===== src/rtl/pps_pkg.sv =====
package pps_pkg;
  parameter int TIME_W = 4;

  // Qualification limit picked for one port from its enable flag.
  function automatic logic [TIME_W-1:0] qual_limit(
    input logic              timer_off,
    input logic              enabled,
    input logic [TIME_W-1:0] t_en,
    input logic [TIME_W-1:0] t_dis
  );
    if (timer_off) return '0;
    return enabled ? t_en : t_dis;
  endfunction

  // Normalise a raw pin to an "asserted" flag.
  function automatic logic pin_asserted(input logic pin, input logic act_high);
    return pin == act_high;
  endfunction
endpackage


===== src/rtl/pps_sync.sv =====
module pps_sync #(
  parameter int W = 4
) (
  input  logic         clk,
  input  logic         rst_n,
  input  logic [W-1:0] d,
  output logic [W-1:0] q
);
  logic [W-1:0] stage1, stage2;

  always_ff @(posedge clk or negedge rst_n) begin
    if (!rst_n) begin
      stage1 <= '0;
      stage2 <= '0;
    end else begin
      stage1 <= d;
      stage2 <= stage1;
    end
  end

  assign q = stage2;
endmodule


===== src/rtl/pps_oc_filter.sv =====
module pps_oc_filter
  import pps_pkg::*;
(
  input  logic              clk,
  input  logic              rst_n,
  input  logic              oc_act,
  input  logic              tick,
  input  logic [TIME_W-1:0] limit,
  output logic              status_o,
  output logic              trip_o
);
  localparam logic [TIME_W-1:0] CNT_MAX = '1;

  logic [TIME_W-1:0] cnt;
  logic              hit;
  logic              status_q;

  always_ff @(posedge clk or negedge rst_n) begin
    if (!rst_n) begin
      cnt <= '0;
    end else if (!oc_act) begin
      cnt <= '0;
    end else if (tick && cnt != CNT_MAX) begin
      cnt <= cnt + 1'b1;
    end
  end

  assign hit = oc_act && (cnt >= limit);

  always_ff @(posedge clk or negedge rst_n) begin
    if (!rst_n) status_q <= 1'b0;
    else        status_q <= hit;
  end

  assign trip_o   = hit && !status_q;
  assign status_o = status_q;

  AST_COUNT_RESTART: assert property (@(posedge clk) disable iff (!rst_n)
    !oc_act |=> (cnt == '0));
  AST_STATUS_NEEDS_INPUT: assert property (@(posedge clk) disable iff (!rst_n)
    $rose(status_q) |-> $past(oc_act));
endmodule


===== src/rtl/pps_power_ctrl.sv =====
module pps_power_ctrl #(
  parameter int N = 4
) (
  input  logic         clk,
  input  logic         rst_n,
  input  logic         gang,
  input  logic [N-1:0] set_i,
  input  logic [N-1:0] clr_i,
  input  logic [N-1:0] trip_i,
  output logic [N-1:0] pwr_on,
  output logic         off_evt
);
  logic [N-1:0] set_eff, clr_eff, trip_eff, pwr_nxt;

  always_comb begin
    set_eff  = gang ? {N{|set_i}}  : set_i;
    clr_eff  = gang ? {N{|clr_i}}  : clr_i;
    trip_eff = gang ? {N{|trip_i}} : trip_i;
    pwr_nxt  = (pwr_on | set_eff) & ~clr_eff & ~trip_eff;
  end

  always_ff @(posedge clk or negedge rst_n) begin
    if (!rst_n) begin
      pwr_on  <= '0;
      off_evt <= 1'b0;
    end else begin
      pwr_on  <= pwr_nxt;
      off_evt <= |(trip_eff & pwr_on);
    end
  end

  for (genvar i = 0; i < N; i++) begin : g_chk
    AST_TRIP_DROPS_POWER: assert property (@(posedge clk) disable iff (!rst_n)
      trip_eff[i] |=> !pwr_on[i]);
    AST_POWER_NEEDS_SET: assert property (@(posedge clk) disable iff (!rst_n)
      $rose(pwr_on[i]) |-> $past(|set_i));
  end

  AST_GANG_ALL_ON: assert property (@(posedge clk) disable iff (!rst_n)
    (gang && (|set_i) && !(|clr_i) && !(|trip_i)) |=> (&pwr_on));
endmodule


===== src/rtl/port_power_guard.sv =====
module port_power_guard
  import pps_pkg::*;
#(
  parameter int NUM_PORTS = 4
) (
  input  logic                 clk,
  input  logic                 rst_n,
  input  logic [NUM_PORTS-1:0] set_pwr,
  input  logic [NUM_PORTS-1:0] clr_pwr,
  input  logic                 gang_mode,
  input  logic                 pwr_act_high,
  input  logic                 oc_act_high,
  input  logic [TIME_W-1:0]    oc_time_en,
  input  logic [TIME_W-1:0]    oc_time_dis,
  input  logic                 oc_timer_off,
  input  logic [NUM_PORTS-1:0] port_enabled,
  input  logic                 tick_1ms,
  input  logic [NUM_PORTS-1:0] oc_pin,
  input  logic [NUM_PORTS-1:0] oc_chg_clr,
  output logic [NUM_PORTS-1:0] pwr_pin,
  output logic [NUM_PORTS-1:0] oc_status,
  output logic [NUM_PORTS-1:0] oc_change,
  output logic                 pwr_off_evt
);
  logic [NUM_PORTS-1:0] oc_raw_act, oc_act, trip, pwr_on;

  for (genvar i = 0; i < NUM_PORTS; i++) begin : g_norm
    assign oc_raw_act[i] = pin_asserted(oc_pin[i], oc_act_high);
  end

  pps_sync #(.W(NUM_PORTS)) u_sync (
    .clk  (clk),
    .rst_n(rst_n),
    .d    (oc_raw_act),
    .q    (oc_act)
  );

  for (genvar i = 0; i < NUM_PORTS; i++) begin : g_filt
    pps_oc_filter u_filt (
      .clk     (clk),
      .rst_n   (rst_n),
      .oc_act  (oc_act[i]),
      .tick    (tick_1ms),
      .limit   (qual_limit(oc_timer_off, port_enabled[i], oc_time_en, oc_time_dis)),
      .status_o(oc_status[i]),
      .trip_o  (trip[i])
    );
  end

  pps_power_ctrl #(.N(NUM_PORTS)) u_pwr (
    .clk    (clk),
    .rst_n  (rst_n),
    .gang   (gang_mode),
    .set_i  (set_pwr),
    .clr_i  (clr_pwr),
    .trip_i (trip),
    .pwr_on (pwr_on),
    .off_evt(pwr_off_evt)
  );

  always_ff @(posedge clk or negedge rst_n) begin
    if (!rst_n) oc_change <= '0;
    else        oc_change <= (oc_change & ~oc_chg_clr) | trip;
  end

  assign pwr_pin = pwr_act_high ? pwr_on : ~pwr_on;

  for (genvar i = 0; i < NUM_PORTS; i++) begin : g_chk
    AST_CHANGE_STICKY: assert property (@(posedge clk) disable iff (!rst_n)
      (oc_change[i] && !oc_chg_clr[i]) |=> oc_change[i]);
    AST_TRIP_FLAGS_CHANGE: assert property (@(posedge clk) disable iff (!rst_n)
      trip[i] |=> (oc_change[i] && oc_status[i]));
  end

  AST_EVT_ONE_CYCLE: assert property (@(posedge clk) disable iff (!rst_n)
    pwr_off_evt |-> (pwr_on != $past(pwr_on)));
endmodule


===== config.mk =====
export PLATFORM = sky130hd
export DESIGN_NAME = port_power_guard
export DESIGN_NICKNAME = d
export VERILOG_FILES = /design/src/rtl/pps_pkg.sv /design/src/rtl/pps_sync.sv /design/src/rtl/pps_oc_filter.sv /design/src/rtl/pps_power_ctrl.sv /design/src/rtl/port_power_guard.sv
export SDC_FILE = /design/constraint.sdc
export NUM_CORES = 1
export LEC_CHECK = 0
export BUFFER_PORTS_ARGS = -buffer_cell sky130_fd_sc_hd__buf_2
export CORE_MARGIN = 5
export CORE_UTILIZATION = 40
export CTS_CLUSTER_DIAMETER = 30
export CTS_CLUSTER_SIZE = 24
export DETAILED_ROUTE_END_ITERATION = 8
export PLACE_DENSITY = 0.76
export SYNTH_ARGS = -nofsm -noshare
export SYNTH_HDL_FRONTEND = slang
export SYNTH_SLANG_ARGS = --single-unit

===== constraint.sdc =====
create_clock -name clk -period 2.09 [get_ports clk]
set_clock_uncertainty 0.15 [all_clocks]
set_input_delay 0.209 -clock clk [delete_from_list [all_inputs] [get_ports clk]]
set_output_delay 0.209 -clock clk [all_outputs]
set_load 0.01 [all_outputs]

==> key figures, run 1 <==
Synth
  • Syn Nets: 288
  • Synth Area in Compound Gates: 13.8%
  • Synth warn: 0
  • Synth unique cells: 42
  • Register area share after synthesis: 38.8%
  • Mux share of post-synthesis cell area: 7.13%
  • Synthesized area: 2390 sq um
  • Flops & latches, synth: 37
  • Mapped Avg Cell Area: 10.2 sq um
  • Simple-Gate Fraction of Synth Area: 19.2%
  • Synth Area in XOR/XNOR: 6.24%
  • Synthesized instance count: 233
  • Adder-cell share of the synthesized area: 10.5%
  • Largest family of logic cells by synthesized area: simple AND/OR/NAND/NOR gates

Routing
  • Vias per cell: 5.01
  • DRC: 0
  • TritonRoute pass-1 iters: 4
  • Avg WL per Cell: 13.8 microns
  • Via count: 1932
  • Final ANT Viol Nets: 0
  • Drt first-iter violations: 68
  • WL final: 5350 microns

Critical path
  • Buffers & Inverters on Critical Path: 1
  • CP Data Required Time: 2.14 ns
  • Worst stage delay on the critical path: 0.43 ns
  • Crit end category: flop
  • Worst path cell trace: inv_1, ha_1, nand2b_4, a2111oi_4, nor3_4, or2_1, o21a_1, nor4_2
  • Crit path launch type: flop
  • Slowest CP cell: a2111oi_4
  • Kind of critical path: flop to flop
  • Worst-path fanout max: 3
  • CP delay by family, top: simple AND/OR/NAND/NOR gates
  • Crit path arrival time: 2.22 ns

Run status
  • Failing checks: negative setup slack
  • Status: finished, violations left

CTS
  • Root Buffer: clkbuf_8
  • CTS Buf Count: 5
  • H-tree Lvls: 2
  • CTS tree: done
  • Clock sink count: 37
  • Clk buf depth: 2
  • Worst-path clk slew: 0.08 ns
  • Later-pin clock latency in the skew report: 0.29 ns

Global routing
  • First-pass GRT wire length: 8700 microns
  • Number of global-route vias before repair: 2017
  • GRT overflow: 0
  • Pin count of the biggest net entering global routing: 26
  • Initial antenna violation count: 0
  • Global Route Usage Sum: 14.5%

Die
  • Core footprint: 5850 sq um
  • Die width: 87.3 microns
  • # IOs: 48
  • Full die area: 7610 sq um
  • Initial Util: 40.8%
  • Chip Height: 87.3 microns
  • Core Rows: 28

Pwr
  • Peak supply drop: 0.000361 V
  • Total power: 2.09 mW
  • Leak Pwr: 1.58 nW
  • Power Dens Cells: 645 nW/um^2

Finish
  • Sequential Area: 926 sq um
  • Post-layout util: 55.4%
  • Post-layout net count: 365
  • Area occupied by multi-input gates: 1560 sq um
  • Fillers: 501
  • Syn-to-layout area delta: 35.8%
  • Post-layout instance area: 3240 sq um
  • Share of layout cells above drive strength 1: 40.6%

STA
  • Tcrit/Tclk final: 104%
  • Fmax: 0.461 GHz
  • Rel. slew slack: 60.7%
  • RSZ-0062 raised after global routing: true
  • Final Hold Fails: 0
  • Fin. max-slew vios: 0
  • Setup ws final: -0.0780 ns
  • Worst-Margin Slew: 0.583 ns
  • Final-report setup violation count: 3
  • Tmin final: 2.17 ns

Placement
  • Place WS: -0.312 ns
  • DP Area: 2900 sq um
  • PortBufs: 47
  • Gpl congestion: 0.773
  • Hpwl dp: 3920 microns

Job
  • Max cap viols: 0

Worst hold path
  • Hold Path Class: input port to flop
==> report_power, final <==
part	total [mW]	internal, mW	switching [mW]
clock network	0.501	0.262	0.240
logic	0.727	0.408	0.319
registers	0.864	0.795	0.0693
total	2.09	1.46	0.628
==> state kept, by name (all words and copies together), names as in the netlist <==
| name | cells |
|---|---|
| u_pwr.pwr_on | 4 |
| oc_change | 4 |
| u_pwr.off_evt | 1 |
| g_filt.u_filt.cnt | 16 |
| u_sync.stage1 | 4 |
| u_sync.q | 4 |
| g_filt.u_filt.status_o | 4 |
==> repair_timing <==
item                                    4_1_cts  5_1_grt
setup buffers                                 5        6
pin swaps                                     8        9
hold buffers                                  6        0
hold endpoints to repair                     28        0
gates resized for setup                       9       16
endpoints found under the setup margin        4        5
==> cell usage after synthesis <==
library cell   n  area, sq um
o22a_1         1         8.76
nor2b_1        1         6.26
nor3_1         2         10.0
or3_1          1         6.26
and4b_1        3         30.0
o21a_1         5         37.5
or2_1          2         12.5
a21o_2         1         8.76
xor2_1         3         26.3
a21oi_1        7         35.0
nor4_2         1         12.5
and2_1        12         75.1
xnor2_1       14          123
inv_1         11         41.3
o22ai_1        1         6.26
a21o_1         3         22.5
or2_2         12         75.1
nor3_2         2         20.0
nand2_1        7         26.3
a211oi_1       1         7.51
nor3b_1        3         22.5
ha_1          20          250
a2111oi_0      2         17.5
a2111oi_2      2         30.0
nand4_1        1         6.26
a221o_1        1         10.0
o21ai_1        2         10.0
nand2b_4       2         27.5
o21ai_0        7         35.0
a21boi_0       3         22.5
a2111oi_4      2         55.1
o221ai_1       1         8.76
o211ai_1       1         7.51
dfrtp_1       37          926
a31oi_1        1         6.26
nand3_1       10         50.1
buf_4          4         30.0
nor4_1         2         12.5
nand2b_1       2         12.5
nor2_1        14         52.6
mux2i_1       17          170
clkbuf_1       9         33.8
==> final cells by class <==
cell class | count | share of cell area, %
Multi-Input combinational cell | 172 | 48.1
Sequential cell | 37 | 28.5
Timing Repair Buffer | 83 | 16.4
Tap cell | 75 | 2.89
Clock buffer | 7 | 2.66
Inverter | 11 | 1.27
Antenna cell | 1 | 0.0772
==> per-stage QoR <==
step	std cells	hold slack [ns]	setup TNS (ns)
floorplan	233	-0.237	-0.238
detailed placement	361	0.0924	-1.31
global placement	361	0.0890	-1.02
global route	385	0.0478	-0.809
CTS	379	0.0260	-0.0850
finish	386	0.0302	-0.209
==> cells by family (layout without fill, tap and decap cells) <==
logic type               Yosys count  in the layout
AND/OR/NAND/NOR                   77             77
multiplexers                      17             17
buffers and inverters             24            101
XOR/XNOR                          17             17
flip-flops                        37             37
adder cells (fa/ha/maj)           20             20
other                              0              1
AO/OA/AOI/OAI                     41             41
==> worst register-to-register path, stage by stage, from the launching register on <==
cell and delay, ns:
dfrtp_1 0.35, inv_1 0.05, ha_1 0.28, nand2b_4 0.15
a2111oi_4 0.43, nor3_4 0.06, or2_1 0.25, o21a_1 0.19
nor4_2 0.19
==> routing by layer <==
metal	GRT usage (%)	vias up	part of all wire, %
li1	-	970	-
met1	18.6	915	46
met2	23.3	37	48
met3	3.12	10	4.6
met4	6.97	0	1.8
met5	0	-	0
==> placed cells by master (no fill, tap or decap), drive strengths merged, types with 3 or more instances in the layout <==
master	Yosys	final
a2111oi	6	6
a21boi	3	3
a21o	4	4
a21oi	7	7
and2	12	12
and4b	3	3
buf	4	77
clkbuf	9	7
dfrtp	37	37
dlygate4sd3	0	6
ha	20	20
inv	11	11
mux2i	17	17
nand2	7	7
nand2b	4	4
nand3	10	10
nor2	14	14
nor3	4	4
nor3b	3	3
nor4	3	3
o21a	5	5
o21ai	9	9
or2	14	14
xnor2	14	14
xor2	3	3
==> worst paths after layout <==
kind                                                      from  cells after the start                             endpoint  slack, ns
max                        g_filt[0].u_filt.cnt[0]$_DFFE_PN0P_                      8            u_pwr.pwr_on[3]$_DFF_PN0_      -0.08
min                                              oc_chg_clr[2]                      3               oc_change[2]$_DFF_PN0_       0.03
max reg2reg                g_filt[0].u_filt.cnt[0]$_DFFE_PN0P_                      8            u_pwr.pwr_on[3]$_DFF_PN0_      -0.08
min reg2reg                         u_sync.stage1[0]$_DFF_PN0_                      0                u_sync.q[0]$_DFF_PN0_       0.20
max in group asynchronous                                rst_n                      3  g_filt[1].u_filt.cnt[1]$_DFFE_PN0P_       0.97
min in group asynchronous                                rst_n                      2  g_filt[1].u_filt.status_o$_DFF_PN0_       0.30
(Power assumes the default switching activity.)
==> inputs of run 2 (changes only) <==
- MAX_ROUTING_LAYER: default -> met4
==> run 2 against run 1 <==
  * The flow still finishes with violations (negative setup slack)
  * Hold slack is essentially flat
  * Sequential cell count did not move
  * Sequential share of layout area unchanged
  * First-iteration DRC count is 10% higher
  * Register-to-register slack barely moved
  * Via count shrank 0.16%
  * Non-clock buffer count did not move
  * Final area unchanged
  * Final cell count unchanged
  * Fmax is essentially flat
  * Utilization unchanged
  * Highest routed layer unchanged
==> key figures, run 2 (same netlist as run 1, synthesis figures left out) <==
CTS
  • Worst-path clk slew: 0.08 ns (about the same)
  • Later-pin clock latency in the skew report: 0.29 ns (about the same)
  • Root Buffer: clkbuf_8 (unchanged)
  • Clk buf depth: 2 (unchanged)
  • H-tree Lvls: 2 (unchanged)
  • CTS Buf Count: 5 (unchanged)
  • CTS tree: done (unchanged)
  • Clock sink count: 37 (unchanged)

Critical path
  • Reg2reg end: u_pwr.pwr_on[3]$_DFF_PN0_ (unchanged)
  • R2R depth: 8 (unchanged)
  • Kind of critical path: flop to flop (unchanged)
  • Crit path arrival time: 2.22 ns (about the same)
  • Reg2Reg Setup Slack: -0.08 ns (about the same)
  • Crit. Startpoint: g_filt[0].u_filt.cnt[0]$_DFFE_PN0P_ (unchanged)
  • Crit end category: flop (unchanged)
  • Critical R2R Launch: g_filt[0].u_filt.cnt[0]$_DFFE_PN0P_ (unchanged)
  • CP Data Required Time: 2.14 ns (about the same)
  • Worst-path fanout max: 3 (unchanged)
  • Crit path launch type: flop (unchanged)

Die
  • Core Rows: 28 (unchanged)
  • Full die area: 7610 sq um (unchanged)
  • Initial Util: 40.8% (unchanged)
  • Chip Height: 87.3 microns (unchanged)
  • # IOs: 48 (unchanged)
  • Core footprint: 5850 sq um (unchanged)
  • Die width: 87.3 microns (unchanged)

Routing
  • DRC: 0 (unchanged)
  • WL final: 5350 microns (about the same)
  • TritonRoute pass-1 iters: 4 (unchanged)
  • Drt first-iter violations: 75 (was 68)
  • Via count: 1929 (was 1932)
  • Final ANT Viol Nets: 0 (unchanged)
  • Vias per cell: 5.00 (was 5.01)
  • Avg WL per Cell: 13.8 microns (about the same)

Run status
  • Failing checks: negative setup slack (unchanged)
  • Status: finished, violations left (unchanged)

Global routing
  • Global Route Usage Sum: 15.0% (was 14.5%)
  • GRT overflow: 0 (unchanged)
  • Pin count of the biggest net entering global routing: 26 (unchanged)
  • Number of global-route vias before repair: 2016 (was 2017)
  • Initial antenna violation count: 0 (unchanged)
  • First-pass GRT wire length: 8700 microns (unchanged)

Pwr
  • Power Dens Cells: 645 nW/um^2 (about the same)
  • Peak supply drop: 0.000360 V (was 0.000361 V)
  • Leak Pwr: 1.58 nW (unchanged)

Finish
  • Leading cell type in the layout, fill and taps excluded: buf_2 (unchanged)
  • Share of layout cells above drive strength 1: 40.6% (unchanged)
  • Max reg flops: 16 (unchanged)
  • Commonest cells after routing, fill and taps aside: buf_2 (47), dfrtp_1 (37), buf_4 (27), mux2i_1 (17) (unchanged)
  • Fillers: 501 (unchanged)
  • Biggest register: g_filt.u_filt.cnt (unchanged)
  • Post-layout net count: 365 (unchanged)
  • Post-layout util: 55.4% (unchanged)
  • Syn-to-layout area delta: 35.8% (unchanged)

Placement
  • Gpl congestion: 0.783 (was 0.773)
  • Hpwl dp: 3920 microns (unchanged)
  • PortBufs: 47 (unchanged)

STA
  • Final-report setup violation count: 3 (unchanged)
  • Fmax: 0.461 GHz (about the same)
  • Tcrit/Tclk final: 104% (about the same)
  • RSZ-0062 raised after global routing: true (unchanged)
  • Final Hold Fails: 0 (unchanged)
  • Fin Setup TNS: -0.212 ns (was -0.209 ns)
  • Tmin final: 2.17 ns (about the same)
  • Worst-Margin Slew: 0.583 ns (unchanged)
  • Fin. max-slew vios: 0 (unchanged)
  • Setup ws final: -0.0780 ns (about the same)
  • Rel. slew slack: 60.7% (unchanged)

Worst hold path
  • Hold Path Class: input port to flop (unchanged)
  • Hold Path End: oc_change[2]$_DFF_PN0_ (unchanged)
  • Critical hold path startpoint: oc_chg_clr[2] (unchanged)
  • Worst Hold Depth: 3 (unchanged)

Job
  • Max cap viols: 0 (unchanged)
-- run 2: power breakdown --
part	internal (mW)	leakage [nW]	switching (mW)
combinational	0.408	1.05	0.319
sequential	0.795	0.482	0.0693
clock	0.262	0.0443	0.239
total	1.46	1.58	0.628
-- run 2: through the flow --
step / total power, mW / setup WS (ns) / cells / instance area, sq um / hold WS, ns
after floorplan: 1.27 / -0.142 / 233 / 2530 / -0.237
after global placement: 1.46 / -0.247 / 361 / 2900 / 0.0890
after detailed placement: 1.48 / -0.312 / 361 / 2900 / 0.0924
after CTS: 2.04 / -0.0850 / 379 / 3120 / 0.0260
after global routing: 2.23 / -0.223 / 385 / 3240 / 0.0476
final: 2.09 / -0.0780 / 386 / 3240 / 0.0302
-- run 2: worst max-delay path by stage --
stage | end | cells past startpoint | slack [ns]
after CTS | u_pwr.pwr_on[3]$_DFF_PN0_ | 8 | -0.08
after global routing | u_pwr.pwr_on[3]$_DFF_PN0_ | 8 | -0.22
after detailed placement | u_pwr.pwr_on[3]$_DFF_PN0_ | 10 | -0.31
final | u_pwr.pwr_on[3]$_DFF_PN0_ | 8 | -0.08
after global placement | u_pwr.pwr_on[3]$_DFF_PN0_ | 10 | -0.25
after floorplan | u_pwr.pwr_on[3]$_DFF_PN0_ | 10 | -0.14
-- run 2: area by class of cell --
class                           instances  area [sq um]  share of cell area, %
Antenna cell                            1          2.50                 0.0772
Clock buffer                            7          86.3                   2.66
Inverter                               11          41.3                   1.27
Multi-Input combinational cell        172          1560                   48.1
Sequential cell                        37           926                   28.5
Tap cell                               75          93.8                   2.89
Timing Repair Buffer                   83           532                   16.4
-- run 2: worst max-delay path: stages (launching register included) --
cell and delay [ns]:
dfrtp_1 0.35, inv_1 0.05, ha_1 0.28, nand2b_4 0.15, a2111oi_4 0.43, nor3_4 0.05, or2_1 0.25, o21a_1 0.19
nor4_2 0.19
-- run 2: metal layers --
metal | track usage, % | wire length, microns | share of wire, % | vias up
li1 | - | - | - | 970
met1 | 18.7 | 2450 | 46 | 912
met2 | 23.2 | 2550 | 48 | 37
met3 | 3.12 | 245 | 4.6 | 10
met4 | 6.97 | 95 | 1.8 | 0
met5 | - | 0 | 0 | -
-- run 2: repair_timing --
item / in CTS / in global routing
endpoints found under the setup margin: 4 / 5
buffers inserted: 5 / 6
hold buffers: 6 / 0
resized for setup: 9 / 16
pin swaps: 8 / 9
hold endpoints to repair: 28 / 0
==> inputs of run 3 (changes only) <==
- HOLD_SLACK_MARGIN: default -> 0.06
==> run 3 against run 2 <==
  * The run still ends with negative setup slack left
  * Register-to-register slack got worse by 0.08 ns
  * Sequential power hardly changed
  * Global-route usage is 0.24 points higher
  * Worst setup slack worse by 0.075 ns
  * Non-clock buffer count up 8
  * Utilization rose by 1.5 points
  * Hold slack improved by 0.051 ns
  * Fmax down 3.3%
  * Highest routed layer unchanged
==> key figures, run 3 (same netlist as run 1, synthesis figures left out) <==
Run status
  • Status: finished, violations left (unchanged)
  • Failing checks: negative setup slack (unchanged)

Routing
  • WL final: 5510 microns (was 5350 microns)
  • Avg WL per Cell: 14.0 microns (was 13.8 microns)
  • Drt first-iter violations: 94 (was 75)
  • DRC: 0 (unchanged)
  • TritonRoute pass-1 iters: 4 (unchanged)
  • Final ANT Viol Nets: 0 (unchanged)
  • Via count: 1972 (was 1929)
  • Vias per cell: 5.02 (was 5.00)

Critical path
  • Critical R2R Launch: g_filt[0].u_filt.cnt[0]$_DFFE_PN0P_ (unchanged)
  • Crit end category: flop (unchanged)
  • Crit. Startpoint: g_filt[0].u_filt.cnt[0]$_DFFE_PN0P_ (unchanged)
  • Crit path arrival time: 2.28 ns (was 2.22 ns)
  • Buffers & Inverters on Critical Path: 1 (unchanged)
  • Reg2reg end: u_pwr.pwr_on[3]$_DFF_PN0_ (unchanged)
  • Kind of critical path: flop to flop (unchanged)
  • CP delay by family, top: simple AND/OR/NAND/NOR gates (unchanged)
  • Reg2Reg Setup Slack: -0.15 ns (was -0.08 ns)
  • Worst-path fanout max: 3 (unchanged)
  • Slowest CP cell: a2111oi_4 (unchanged)
  • Crit path launch type: flop (unchanged)
  • R2R depth: 8 (unchanged)
  • Worst stage delay on the critical path: 0.43 ns (about the same)
  • CP Data Required Time: 2.13 ns (was 2.14 ns)
  • Worst path cell trace: inv_1, ha_1, nand2b_4, a2111oi_4, nor3_4, or2_1, o21a_1, nor4_2 (unchanged)

Placement
  • Place WS: -0.312 ns (unchanged)
  • Gpl congestion: 0.783 (unchanged)
  • PortBufs: 47 (unchanged)
  • Hpwl dp: 3920 microns (unchanged)
  • DP Cell Count: 361 (unchanged)

Worst hold path
  • Critical hold path startpoint: clr_pwr[2] (was oc_chg_clr[2])
  • Hold Path End: u_pwr.pwr_on[2]$_DFF_PN0_ (was oc_change[2]$_DFF_PN0_)
  • Hold Path Class: input port to flop (unchanged)
  • Worst Hold Depth: 3 (unchanged)

Die
  • # IOs: 48 (unchanged)
  • Chip Height: 87.3 microns (unchanged)
  • Initial Util: 40.8% (unchanged)
  • Die width: 87.3 microns (unchanged)
  • Core Rows: 28 (unchanged)
  • Core footprint: 5850 sq um (unchanged)
  • Full die area: 7610 sq um (unchanged)

CTS
  • Later-pin clock latency in the skew report: 0.29 ns (about the same)
  • H-tree Lvls: 2 (unchanged)
  • Clk buf depth: 2 (unchanged)
  • Root Buffer: clkbuf_8 (unchanged)
  • CTS tree: done (unchanged)
  • Clock sink count: 37 (unchanged)
  • Worst-path clk slew: 0.08 ns (about the same)
  • CTS Buf Count: 5 (unchanged)

Finish
  • Fillers: 488 (was 501)
  • Post-layout net count: 373 (was 365)
  • Fin cells: 393 (was 386)
  • Share of layout cells above drive strength 1: 39.6% (was 40.6%)
  • Leading cell type in the layout, fill and taps excluded: buf_2 (unchanged)
  • Biggest register: g_filt.u_filt.cnt (unchanged)
  • Area occupied by multi-input gates: 1570 sq um (was 1560 sq um)
  • Commonest cells after routing, fill and taps aside: buf_2 (47), dfrtp_1 (37), buf_4 (27), mux2i_1 (17) (unchanged)
  • Max reg flops: 16 (unchanged)
  • Syn-to-layout area delta: 39.4% (was 35.8%)
  • Ant diodes: 0 (was 1)
  • Sequential Area: 926 sq um (unchanged)

STA
  • Fin. max-slew vios: 0 (unchanged)
  • Fmax: 0.446 GHz (was 0.461 GHz)
  • Tcrit/Tclk final: 107% (was 104%)
  • Fin Setup TNS: -0.295 ns (was -0.212 ns)
  • Rel. slew slack: 60.8% (was 60.7%)
  • Setup ws final: -0.153 ns (was -0.0780 ns)
  • Final-report setup violation count: 3 (unchanged)
  • Worst-Margin Slew: 0.582 ns (was 0.583 ns)
  • RSZ-0062 raised after global routing: true (unchanged)
  • Tmin final: 2.24 ns (was 2.17 ns)
  • Final Hold Fails: 0 (unchanged)

Global routing
  • Initial antenna violation count: 0 (unchanged)
  • Number of global-route vias before repair: 2063 (was 2016)
  • First-pass GRT wire length: 8850 microns (was 8700 microns)
  • Global Route Usage Sum: 15.2% (was 15.0%)
  • Pin count of the biggest net entering global routing: 26 (unchanged)
  • GRT overflow: 0 (unchanged)

Job
  • Max cap viols: 0 (unchanged)

Pwr
  • Leak Pwr: 1.60 nW (was 1.58 nW)
  • Peak supply drop: 0.000364 V (was 0.000360 V)
  • Power Dens Cells: 637 nW/um^2 (was 645 nW/um^2)
run 3: layout make-up:
type | instances | area share (%)
clock buffers | 7 | 2.59
repair buffers | 91 | 18.4
flip-flops and latches | 37 | 27.8
multi-input cells | 172 | 47.1
inverters | 11 | 1.24
well taps | 75 | 2.82
run 3: per-layer routing:
layer  GRT usage (%)  vias to the layer above  wire length [microns]
met5               -                        -                      0
met1            18.8                      931                   2470
met2            23.8                       44                   2640
met3            3.03                       12                    268
li1                -                      985                      -
met4            7.25                        0                    123
run 3: worst reg2reg max path, cell delays in order (launching register included):
cell	delay (ns)
dfrtp_1	0.35
inv_1	0.05
ha_1	0.28
nand2b_4	0.15
a2111oi_4	0.43
nor3_4	0.06
or2_1	0.26
o21a_1	0.19
nor4_2	0.25
run 3: where the power goes:
part | internal, mW | total [mW] | switching (mW)
combinational | 0.424 | 0.750 | 0.326
clock | 0.262 | 0.503 | 0.241
sequential | 0.795 | 0.867 | 0.0719
total | 1.48 | 2.12 | 0.639
run 3: stage by stage:
step | hold slack [ns] | utilization (%) | power [mW] | cell area (sq um)
final | 0.0814 | 56.9 | 2.12 | 3330
after global routing | 0.0798 | 56.9 | 2.25 | 3330
after CTS | 0.0743 | 54.7 | 2.06 | 3200
after detailed placement | 0.0924 | 49.6 | 1.48 | 2900
after global placement | 0.0890 | 49.6 | 1.46 | 2900
after floorplan | -0.237 | - | 1.27 | 2530
run 3: how the worst max path moves through the flow:
| stage | slack [ns] | depth (start not counted) | to |
|---|---|---|---|
| floorplan | -0.14 | 10 | u_pwr.pwr_on[3]$_DFF_PN0_ |
| CTS | -0.08 | 8 | u_pwr.pwr_on[3]$_DFF_PN0_ |
| global placement | -0.25 | 10 | u_pwr.pwr_on[3]$_DFF_PN0_ |
| finish | -0.15 | 8 | u_pwr.pwr_on[3]$_DFF_PN0_ |
| detailed placement | -0.31 | 10 | u_pwr.pwr_on[3]$_DFF_PN0_ |
| global route | -0.26 | 8 | u_pwr.pwr_on[3]$_DFF_PN0_ |
run 3: timing repair:
item | in CTS | in global routing
endpoints found under the hold margin | 32 | 0
hold buffers | 14 | 0
setup endpoints to repair | 4 | 5
buffers inserted | 5 | 7
gates resized for setup | 9 | 17
pin swaps | 8 | 11
